--- src/rtl/rlp_pkg.sv ---
`timescale 1ns/1ps
package rlp_pkg;
  typedef struct packed {
    logic giant;
    logic wd_cut;
    logic strip;
  } rlp_status_t;
endpackage

--- src/rtl/rlp_byte_counter.sv ---
`timescale 1ns/1ps
module rlp_byte_counter #(
  parameter int CNT_W = 15
) (
  input  logic             clk,
  input  logic             rst_n,
  input  logic             beat,
  input  logic             sof,
  input  logic             eof,
  output logic [CNT_W-1:0] idx
);
  localparam logic [CNT_W-1:0] SAT_MAX = {CNT_W{1'b1}};

  logic [CNT_W-1:0] cnt_q;
  logic [CNT_W-1:0] base;

  // a start byte restarts the count; otherwise continue from the stored count
  always_comb begin
    base = sof ? '0 : cnt_q;
    idx  = (base == SAT_MAX) ? SAT_MAX : base + 1'b1;
  end

  always_ff @(posedge clk) begin
    if (!rst_n)    cnt_q <= '0;
    else if (beat) cnt_q <= eof ? '0 : idx;
  end

  // inside a frame the count never falls back (saturation, no wrap)
  p_cnt_no_wrap_r5: assert property (@(posedge clk) disable iff (!rst_n)
    (beat && !sof && !eof) |=> (cnt_q >= $past(cnt_q)));

  // a frame end returns the counter to its idle value
  p_cnt_idle_r9: assert property (@(posedge clk) disable iff (!rst_n)
    (beat && eof) |=> (cnt_q == '0));
endmodule

--- src/rtl/rlp_type_probe.sv ---
`timescale 1ns/1ps
module rlp_type_probe #(
  parameter int CNT_W  = 15,
  parameter int FLD_HI = 13,
  parameter int THRESH = 1536
) (
  input  logic             clk,
  input  logic             rst_n,
  input  logic             beat,
  input  logic             eof,
  input  logic [CNT_W-1:0] idx,
  input  logic [7:0]       data,
  output logic             strip_ok
);
  localparam logic [CNT_W-1:0] IDX_HI = CNT_W'(FLD_HI);
  localparam logic [CNT_W-1:0] IDX_LO = CNT_W'(FLD_HI + 1);
  localparam logic [15:0]      LIM    = 16'(THRESH);

  logic [7:0]  hi_q, lo_q;
  logic        seen_q;
  logic [15:0] field;
  logic        have;

  // the low byte may arrive on the same beat as the frame end
  always_comb begin
    if (idx == IDX_LO) begin
      field = {hi_q, data};
      have  = 1'b1;
    end else begin
      field = {hi_q, lo_q};
      have  = seen_q;
    end
    strip_ok = have && (field < LIM);
  end

  always_ff @(posedge clk) begin
    if (!rst_n) begin
      hi_q   <= '0;
      lo_q   <= '0;
      seen_q <= 1'b0;
    end else if (beat) begin
      if (idx == IDX_HI) hi_q <= data;
      if (idx == IDX_LO) lo_q <= data;
      if (eof)                 seen_q <= 1'b0;
      else if (idx == IDX_LO)  seen_q <= 1'b1;
    end
  end

  // no field survives into the next frame
  p_field_clear_r6: assert property (@(posedge clk) disable iff (!rst_n)
    (beat && eof) |=> !seen_q);
endmodule

--- src/rtl/rlp_limit_sel.sv ---
`timescale 1ns/1ps
module rlp_limit_sel #(
  parameter int CNT_W     = 15,
  parameter int STD_MAX   = 1518,
  parameter int TAG_EXTRA = 4,
  parameter int ACC_MAX   = 2000,
  parameter int JUMBO_MAX = 9018,
  parameter int WD_STD    = 2048,
  parameter int WD_JUMBO  = 10240,
  parameter int WD_OFF    = 16383
) (
  input  logic             jumbo,
  input  logic             acc2k,
  input  logic             wd_off,
  input  logic             vlan,
  output logic [CNT_W-1:0] giant_lim,
  output logic [CNT_W-1:0] cut_lim
);
  localparam logic [CNT_W-1:0] G_STD   = CNT_W'(STD_MAX);
  localparam logic [CNT_W-1:0] G_STD_T = CNT_W'(STD_MAX + TAG_EXTRA);
  localparam logic [CNT_W-1:0] G_ACC   = CNT_W'(ACC_MAX);
  localparam logic [CNT_W-1:0] G_JMB   = CNT_W'(JUMBO_MAX);
  localparam logic [CNT_W-1:0] G_JMB_T = CNT_W'(JUMBO_MAX + TAG_EXTRA);
  localparam logic [CNT_W-1:0] C_STD   = CNT_W'(WD_STD);
  localparam logic [CNT_W-1:0] C_JMB   = CNT_W'(WD_JUMBO);
  localparam logic [CNT_W-1:0] C_OFF   = CNT_W'(WD_OFF);

  // jumbo outranks 2K acceptance; the tag only widens standard and jumbo
  always_comb begin
    if (jumbo)      giant_lim = vlan ? G_JMB_T : G_JMB;
    else if (acc2k) giant_lim = G_ACC;
    else            giant_lim = vlan ? G_STD_T : G_STD;
    if (wd_off)     cut_lim = C_OFF;
    else            cut_lim = jumbo ? C_JMB : C_STD;
  end

  // the cut limit always lies above the giant threshold
  always_comb begin
    p_cut_above_giant_r4: assert (cut_lim > giant_lim);
  end
endmodule

--- src/rtl/rx_len_policer.sv ---
`timescale 1ns/1ps
module rx_len_policer #(
  parameter int CNT_W     = 15,
  parameter int STD_MAX   = 1518,
  parameter int TAG_EXTRA = 4,
  parameter int ACC_MAX   = 2000,
  parameter int JUMBO_MAX = 9018,
  parameter int WD_STD    = 2048,
  parameter int WD_JUMBO  = 10240,
  parameter int WD_OFF    = 16383,
  parameter int FLD_HI    = 13,
  parameter int THRESH    = 1536
) (
  input  logic       clk,
  input  logic       rst_n,
  input  logic       cfg_jumbo,
  input  logic       cfg_acc2k,
  input  logic       cfg_wd_off,
  input  logic       rx_vlan,
  input  logic       s_valid,
  output logic       s_ready,
  input  logic [7:0] s_data,
  input  logic       s_sof,
  input  logic       s_eof,
  output logic       m_valid,
  input  logic       m_ready,
  output logic [7:0] m_data,
  output logic       m_sof,
  output logic       m_eof,
  output logic       m_cut,
  output logic       st_valid,
  output logic       st_giant,
  output logic       st_wd_cut,
  output logic       st_strip
);
  import rlp_pkg::*;

  logic [CNT_W-1:0] idx, giant_lim, cut_lim;
  logic             beat, over, at_lim, strip_ok;
  rlp_status_t      st_q;
  logic             st_valid_q;

  rlp_byte_counter #(.CNT_W(CNT_W)) u_cnt (
    .clk(clk), .rst_n(rst_n), .beat(beat), .sof(s_sof), .eof(s_eof), .idx(idx)
  );

  rlp_type_probe #(.CNT_W(CNT_W), .FLD_HI(FLD_HI), .THRESH(THRESH)) u_probe (
    .clk(clk), .rst_n(rst_n), .beat(beat), .eof(s_eof), .idx(idx),
    .data(s_data), .strip_ok(strip_ok)
  );

  rlp_limit_sel #(
    .CNT_W(CNT_W), .STD_MAX(STD_MAX), .TAG_EXTRA(TAG_EXTRA), .ACC_MAX(ACC_MAX),
    .JUMBO_MAX(JUMBO_MAX), .WD_STD(WD_STD), .WD_JUMBO(WD_JUMBO), .WD_OFF(WD_OFF)
  ) u_lim (
    .jumbo(cfg_jumbo), .acc2k(cfg_acc2k), .wd_off(cfg_wd_off), .vlan(rx_vlan),
    .giant_lim(giant_lim), .cut_lim(cut_lim)
  );

  // pass-through stream; bytes past the cut limit are swallowed
  always_comb begin
    over    = idx > cut_lim;
    at_lim  = idx == cut_lim;
    m_valid = s_valid && !over;
    s_ready = over ? 1'b1 : m_ready;
    m_data  = s_data;
    m_sof   = s_sof;
    m_eof   = s_eof || at_lim;
    m_cut   = at_lim && !s_eof;
    beat    = s_valid && s_ready;
  end

  always_ff @(posedge clk) begin
    if (!rst_n) begin
      st_valid_q <= 1'b0;
      st_q       <= '0;
    end else begin
      st_valid_q <= beat && s_eof;
      if (beat && s_eof) begin
        st_q.giant  <= idx > giant_lim;
        st_q.wd_cut <= idx > cut_lim;
        st_q.strip  <= strip_ok;
      end
    end
  end

  assign st_valid  = st_valid_q;
  assign st_giant  = st_q.giant;
  assign st_wd_cut = st_q.wd_cut;
  assign st_strip  = st_q.strip;

  // one status pulse per accepted frame end, and none otherwise
  p_status_pulse_r7: assert property (@(posedge clk) disable iff (!rst_n)
    (beat && s_eof) |=> st_valid);
  p_status_quiet_r7: assert property (@(posedge clk) disable iff (!rst_n)
    !(beat && s_eof) |=> !st_valid);
  // a watchdog cut frame is necessarily also giant
  p_cut_is_giant_r4: assert property (@(posedge clk) disable iff (!rst_n)
    (st_valid && st_wd_cut) |-> st_giant);
  // a truncation marker always closes the output frame
  p_cut_ends_frame_r4: assert property (@(posedge clk) disable iff (!rst_n)
    (m_valid && m_cut) |-> m_eof);
  // a dropped byte is always consumed
  p_drop_consumes_r8: assert property (@(posedge clk) disable iff (!rst_n)
    (s_valid && !m_valid) |-> s_ready);
endmodule

--- config.mk ---
export PLATFORM = sky130hd
export DESIGN_NAME = rx_len_policer
export DESIGN_NICKNAME = d
export VERILOG_FILES = /design/src/rtl/rlp_pkg.sv /design/src/rtl/rlp_byte_counter.sv /design/src/rtl/rlp_type_probe.sv /design/src/rtl/rlp_limit_sel.sv /design/src/rtl/rx_len_policer.sv
export SDC_FILE = /design/constraint.sdc
export NUM_CORES = 1
export LEC_CHECK = 0
export BUFFER_PORTS_ARGS = -buffer_cell sky130_fd_sc_hd__buf_4
export CELL_PAD_IN_SITES_DETAIL_PLACEMENT = 1
export CELL_PAD_IN_SITES_GLOBAL_PLACEMENT = 2
export CORE_UTILIZATION = 35
export DETAILED_ROUTE_END_ITERATION = 6
export GPL_TIMING_DRIVEN = 0
export PLACE_DENSITY = 0.9
export SLEW_MARGIN = 20
export SYNTH_ARGS = -nofsm -noshare
export SYNTH_HDL_FRONTEND = slang
export SYNTH_SLANG_ARGS = --single-unit
--- constraint.sdc ---
create_clock -name clk -period 6.6 [get_ports clk]
set_clock_uncertainty 0.1 [all_clocks]
set_input_delay 0.33 -clock clk [delete_from_list [all_inputs] [get_ports clk]]
set_output_delay 0.33 -clock clk [all_outputs]
set_load 0.05 [all_outputs]
# Word level (Yosys, flattened, before mapping)
# Index checks and enable logic that the tools add are counted.
[word_totals]
mem_bits_rw = 0
romBits = 0
mem_count = 0
in_bits = 18
latch_bits = 0
register_bits = 36
[classes]
n_mul = 0
n_addsub = 1
reduce_logical = 10
muxes = 13
eq_ne = 4
bitwise_logic = 0
n_div = 0
n_lt_le_gt_ge = 3
shifts = 0
[op_table]
columns = ["op", "count"]
rows = [
  ["two-way mux 15 bit", 6],
  ["== test 15 x 4 -> 1 bit (second input constant)", 2],
  ["> comparator 15 bit", 2],
  ["< comparator 16 x 11 -> 1 bit (second input constant)", 1],
  ["adder 15 x 1 -> 15 bit (second input constant)", 1],
  ["== test 15 bit", 1],
  ["== test 15 bit (second input constant)", 1],
  ["two-way mux 14 bit", 1],
  ["two-way mux 8 bit", 1],
  ["logical AND 1 bit", 5],
  ["two-way mux 5 bit", 1],
  ["AND reduction 2 bit", 2],
  ["two-way mux 1 bit", 3],
  ["two-way mux 3 bit", 1],
  ["zero test 1 bit", 2],
  ["logical OR 1 bit", 1],
]

# Logic depth before layout (Yosys ltp)
[depth]
word_depth = 7
mapped_depth = 15

# By module
# Synthesis repeated with hierarchy kept, for this count alone.
[hier_totals]
hier_cells = 352
area_unflattened_um2 = 2751.4
[by_module_without_submodules]
columns = ["mod", "area_per_inst_um2", "cells_per_inst", "n_inst", "seq_area_each_um2"]
rows = [
  ["rlp_byte_counter", 1102.3, 139, 1, 300.3],
  ["rx_len_policer", 1018.5, 135, 1, 80.1],
  ["rlp_type_probe", 404.1, 45, 1, 160.2],
  ["rlp_limit_sel", 226.5, 33, 1, 0.0],
]

# Worst setup path before layout
# No wires, ideal clock.
[synth_timing]
path_kind = "in2out"
start = "in s_sof"
end = "out s_ready"
slack_ns = 2.816
arrival_time_ns = 3.354
stages = 14
path_buffers = 3
required_time_ns = 6.170
cell_sequence = "buf_6 and4b_1 buf_6 and4_4 nand3_1 o21ai_0 ha_1 nor2b_1 o211ai_1 and3_1 o31ai_1 a211oi_4 buf_6 nor2_1"
[synth_via]
elab_chain_len = 5
elab_cells_between_ends = 6
classes_between = "add/sub (1); order compare (1); eq/ne (1); mux (3)"
[synth_lines]
columns = ["item", "line_no", "source"]
rows = [
  ["start: declaration", "rx_len_policer.sv:23", "input logic s_sof,"],
  ["two-way mux 15 bit (*)", "rlp_byte_counter.sv:19", "base = sof ? '0 : cnt_q;"],
  ["adder 15 x 1 -> 15 bit / == test 15 bit (equally long branches)", "rlp_byte_counter.sv:20", "idx = (base == SAT_MAX) ? SAT_MAX : base + 1'b1;"],
  ["two-way mux 15 bit (*)", "rlp_byte_counter.sv:20", ""],
  ["> comparator 15 bit (*)", "rx_len_policer.sv:62", "over = idx > cut_lim;"],
  ["two-way mux 1 bit (*)", "rx_len_policer.sv:65", "s_ready = over ? 1'b1 : m_ready;"],
  ["end: declaration", "rx_len_policer.sv:21", "output logic s_ready,"],
]
# Mark *: on every way between the ends. The rest lies on a longest branch, timed or not.

# Final worst setup path
[layout_timing]
start = "reg u_cnt.cnt_q[8]"
end = "out s_ready"
[layout_via]
elab_chain_len = 5
elab_cells_between_ends = 6
classes_between = "add/sub (1); order compare (1); eq/ne (1); mux (3)"
[layout_lines]
columns = ["item", "line_no", "source"]
rows = [
  ["start: declaration", "rlp_byte_counter.sv:14", "logic [CNT_W-1:0] cnt_q;"],
  ["start signal: assignment", "rlp_byte_counter.sv:25", "else if (beat) cnt_q <= eof ? '0 : idx;"],
  ["two-way mux 15 bit (*)", "rlp_byte_counter.sv:19", ""],
  ["adder 15 x 1 -> 15 bit / == test 15 bit (equally long branches)", "rlp_byte_counter.sv:20", ""],
  ["two-way mux 15 bit (*)", "rlp_byte_counter.sv:20", ""],
  ["> comparator 15 bit (*)", "rx_len_policer.sv:62", ""],
  ["two-way mux 1 bit (*)", "rx_len_policer.sv:65", ""],
]
# Marked as above.

==> metrics.cfg <==
[status]
outcome = completed

[setup_path]
endpoint_kind = primary output
cp-startpoint = u_cnt.cnt_q[8]$_SDFFE_PN0P_
regToRegStartpoint = u_cnt.cnt_q[8]$_SDFFE_PN0P_
crit_required_ns = 6.17
critical_path_class = flip-flop to primary output
worstPathMaxFanout = 10
start_kind = flip-flop
cp.arrival_ns = 4.02

[cts]
clock_sinks = 27
hold_buffers = 0
clk_pin_slew_ns = 0.11
root_buffer = clkbuf_8
clockBufferDepth = 2
postCtsSetupRepairBufs = 0
cts_tree = yes
cts-htree-levels = 1
cts_buffers = 3
clk-insertion-delay-late_ns = 0.28
cts.repair.resized = 0

[synth]
synthAdderAreaFrac = 0.117
synth_xor_area_frac = 0.0286
synth_top_family_by_area = simple AND/OR/NAND/NOR gates
syn_nets = 352
ys_seq_area_frac = 0.220
ys_ff_latch = 27
synthDistinctLibCells = 56
synth_simple_gate_area_frac = 0.289
postSynthAreaPerCell_um2 = 7.89
synthMuxAreaShare = 0.0163
synth_cells = 311
yosysTopAreaCellShare = 0.220
synth_top_cell_by_area = dfxtp_1
synth-main-ff-cell = dfxtp_1
syn_area_um2 = 2450
yosys-top-cells-area = dfxtp_1 22%, ha_1 12%, nand4_1 6.9%
ys_warn_count = 0
synthArstFlopShare = 0
synth_compound_gate_area_share = 0.234
synth-edff-count = 0

[placed_design]
hpwl_mm = 6.11
place_area_um2 = 2810
gp_congestion = 0.851
port_buffers = 32
dp_worst_setup_slack_ns = 2.48

[pwr]
ir_drop_uv = 89.0
power_leakage_nw = 1.22
p_per_area_nw_per_um2 = 121
finalPower_w = 0.000346

[die]
start_util = 0.361
io_pins = 35
die_x_um = 85.7
die_h_um = 85.7
core_um2 = 6790
dieArea_um2 = 7350
rows = 30

[sta]
fin_crit_sh = 0.674
finalMaxSlewViolations = 0
hold_viol = 0
period_needed_ns = 4.45
tns_ns = 0
timing.hold.ws_ns = 0.205
setup_viol = 0
relSlewSlack = 0.513
rsz0062_at_grt = no
fmax_mhz = 225
worst_slew_pin_slew_ns = 0.723
fin_ws_ns = 2.15

[detailed_routing]
wl_per_cell_um = 18.4
ant_nets = 0
drc = 0
num_vias = 2599
dr.pass1.iters = 4
drt_iter0_drc = 103
wl_mm = 8.15
vias_per_cell = 5.87

[final_layout]
area_delta_synth_final_pct = 16.5
drive_gt1_frac = 0.190
layout.nets = 389
final_cell_area_um2 = 2860
fillers = 831
diodes = 0

[worst_hold_path]
min_from = rst_n
hold_path_class = input pin to flip-flop

[grt]
grt_usage = 0.229
antenna_found_initial = 0
grt_max_degree = 15
grt_pass1_wl_mm = 13.4
overflow = 0
grt_pass1_vias = 2568

[run]
drv_cap = 0

==> sequential cells by signal, summed over array words and instances, names as in the netlist <==
name and cells:
u_cnt.cnt_q 15, u_probe.hi_q 7, st_giant 1, st_strip 1
st_valid 1, st_wd_cut 1, u_probe.seen_q 1
==> per-layer routing <==
metal | track usage | up-vias | part of all wire
met4 | 0.0697 | 0 | 0.020
met1 | 0.311 | 1259 | 0.47
li1 | - | 1253 | -
met3 | 0.0231 | 12 | 0.054
met2 | 0.383 | 75 | 0.45
met5 | 0 | - | 0
==> cell families after synthesis <==
family / Yosys count
XOR/XNOR: 8
AND/OR/NAND/NOR: 118
AO/OA/AOI/OAI: 91
flip-flops: 27
multiplexers: 4
buffers and inverters: 40
adder cells (fa/ha/maj): 23
==> synth_stat cells (all sizes together), types with 3 or more instances <==
cell type,count
a21oi,32
nand4,28
dfxtp,27
o21ai,24
ha,23
buf,20
nor2,16
nand2,13
nand3,11
clkbuf,10
nor3,10
inv,9
o31ai,8
and3,6
nand2b,6
xnor2,5
a2111oi,4
a21o,4
mux2i,4
nor4,4
a31oi,3
and2,3
nor2b,3
or2,3
or3,3
xor2,3
==> where the power goes <==
| part | switching (W) | internal [W] | leakage, nW | total, W |
|---|---|---|---|---|
| clock network | 0.0000564 | 0.0000434 | 0.0228 | 0.0000999 |
| logic | 0.0000539 | 0.0000282 | 0.975 | 0.0000821 |
| registers | 0.000000248 | 0.000164 | 0.218 | 0.000164 |
==> path summary, 6_finish.rpt <==
| kind | slack [ns] | cells after the start | to |
|---|---|---|---|
| setup / recovery | 2.15 | 13 | s_ready |
| hold / removal | 0.20 | 2 | st_valid$_SDFF_PN0_ |
| setup reg to reg | 2.40 | 13 | u_probe.hi_q[5]$_SDFFE_PN0P_ |
| hold reg to reg | 0.37 | 2 | u_probe.hi_q[6]$_SDFFE_PN0P_ |
==> placed cells by master, fill, tap and decap left out, types with 5 or more instances in the layout <==
master	count
buf_6	5
nor3_1	10
buf_4	42
nand2b_1	5
o21ai_1	9
a21oi_1	32
xnor2_1	5
clkbuf_1	11
dfxtp_1	27
o21ai_0	15
and3_1	6
nor2_1	16
nand2_1	13
o31ai_1	8
nand4_1	27
ha_1	23
buf_2	5
nand3_1	11
inv_1	9
==> worst max-delay path: stages, from the launching register on <==
cell      delay [ns]
dfxtp_1         0.48
and3_1          0.35
and4_4          0.30
nand3_1         0.29
o21ai_0         0.37
ha_1            0.22
nor2b_1         0.13
o211ai_1        0.08
and3_1          0.18
o31ai_1         0.62
a211oi_4        0.21
buf_6           0.20
nor2_1          0.10
buf_4           0.21
==> metrics by stage <==
step / util / instances
after floorplan: - / 311
after global placement: 0.414 / 439
after detailed placement: 0.414 / 439
after CTS: 0.421 / 443
after global routing: 0.421 / 443
final: 0.421 / 443
==> area by class of cell <==
cell class | count | area, um^2 | area share
clock buffers | 4 | 45.0 | 0.0158
flip-flops and latches | 27 | 541 | 0.189
inverters | 10 | 37.5 | 0.0131
well taps | 96 | 120 | 0.0420
repair buffers | 32 | 240 | 0.0841
multi-input cells | 244 | 1680 | 0.588
plain buffers | 30 | 194 | 0.0679
Power figures use the tool's default switching activity.
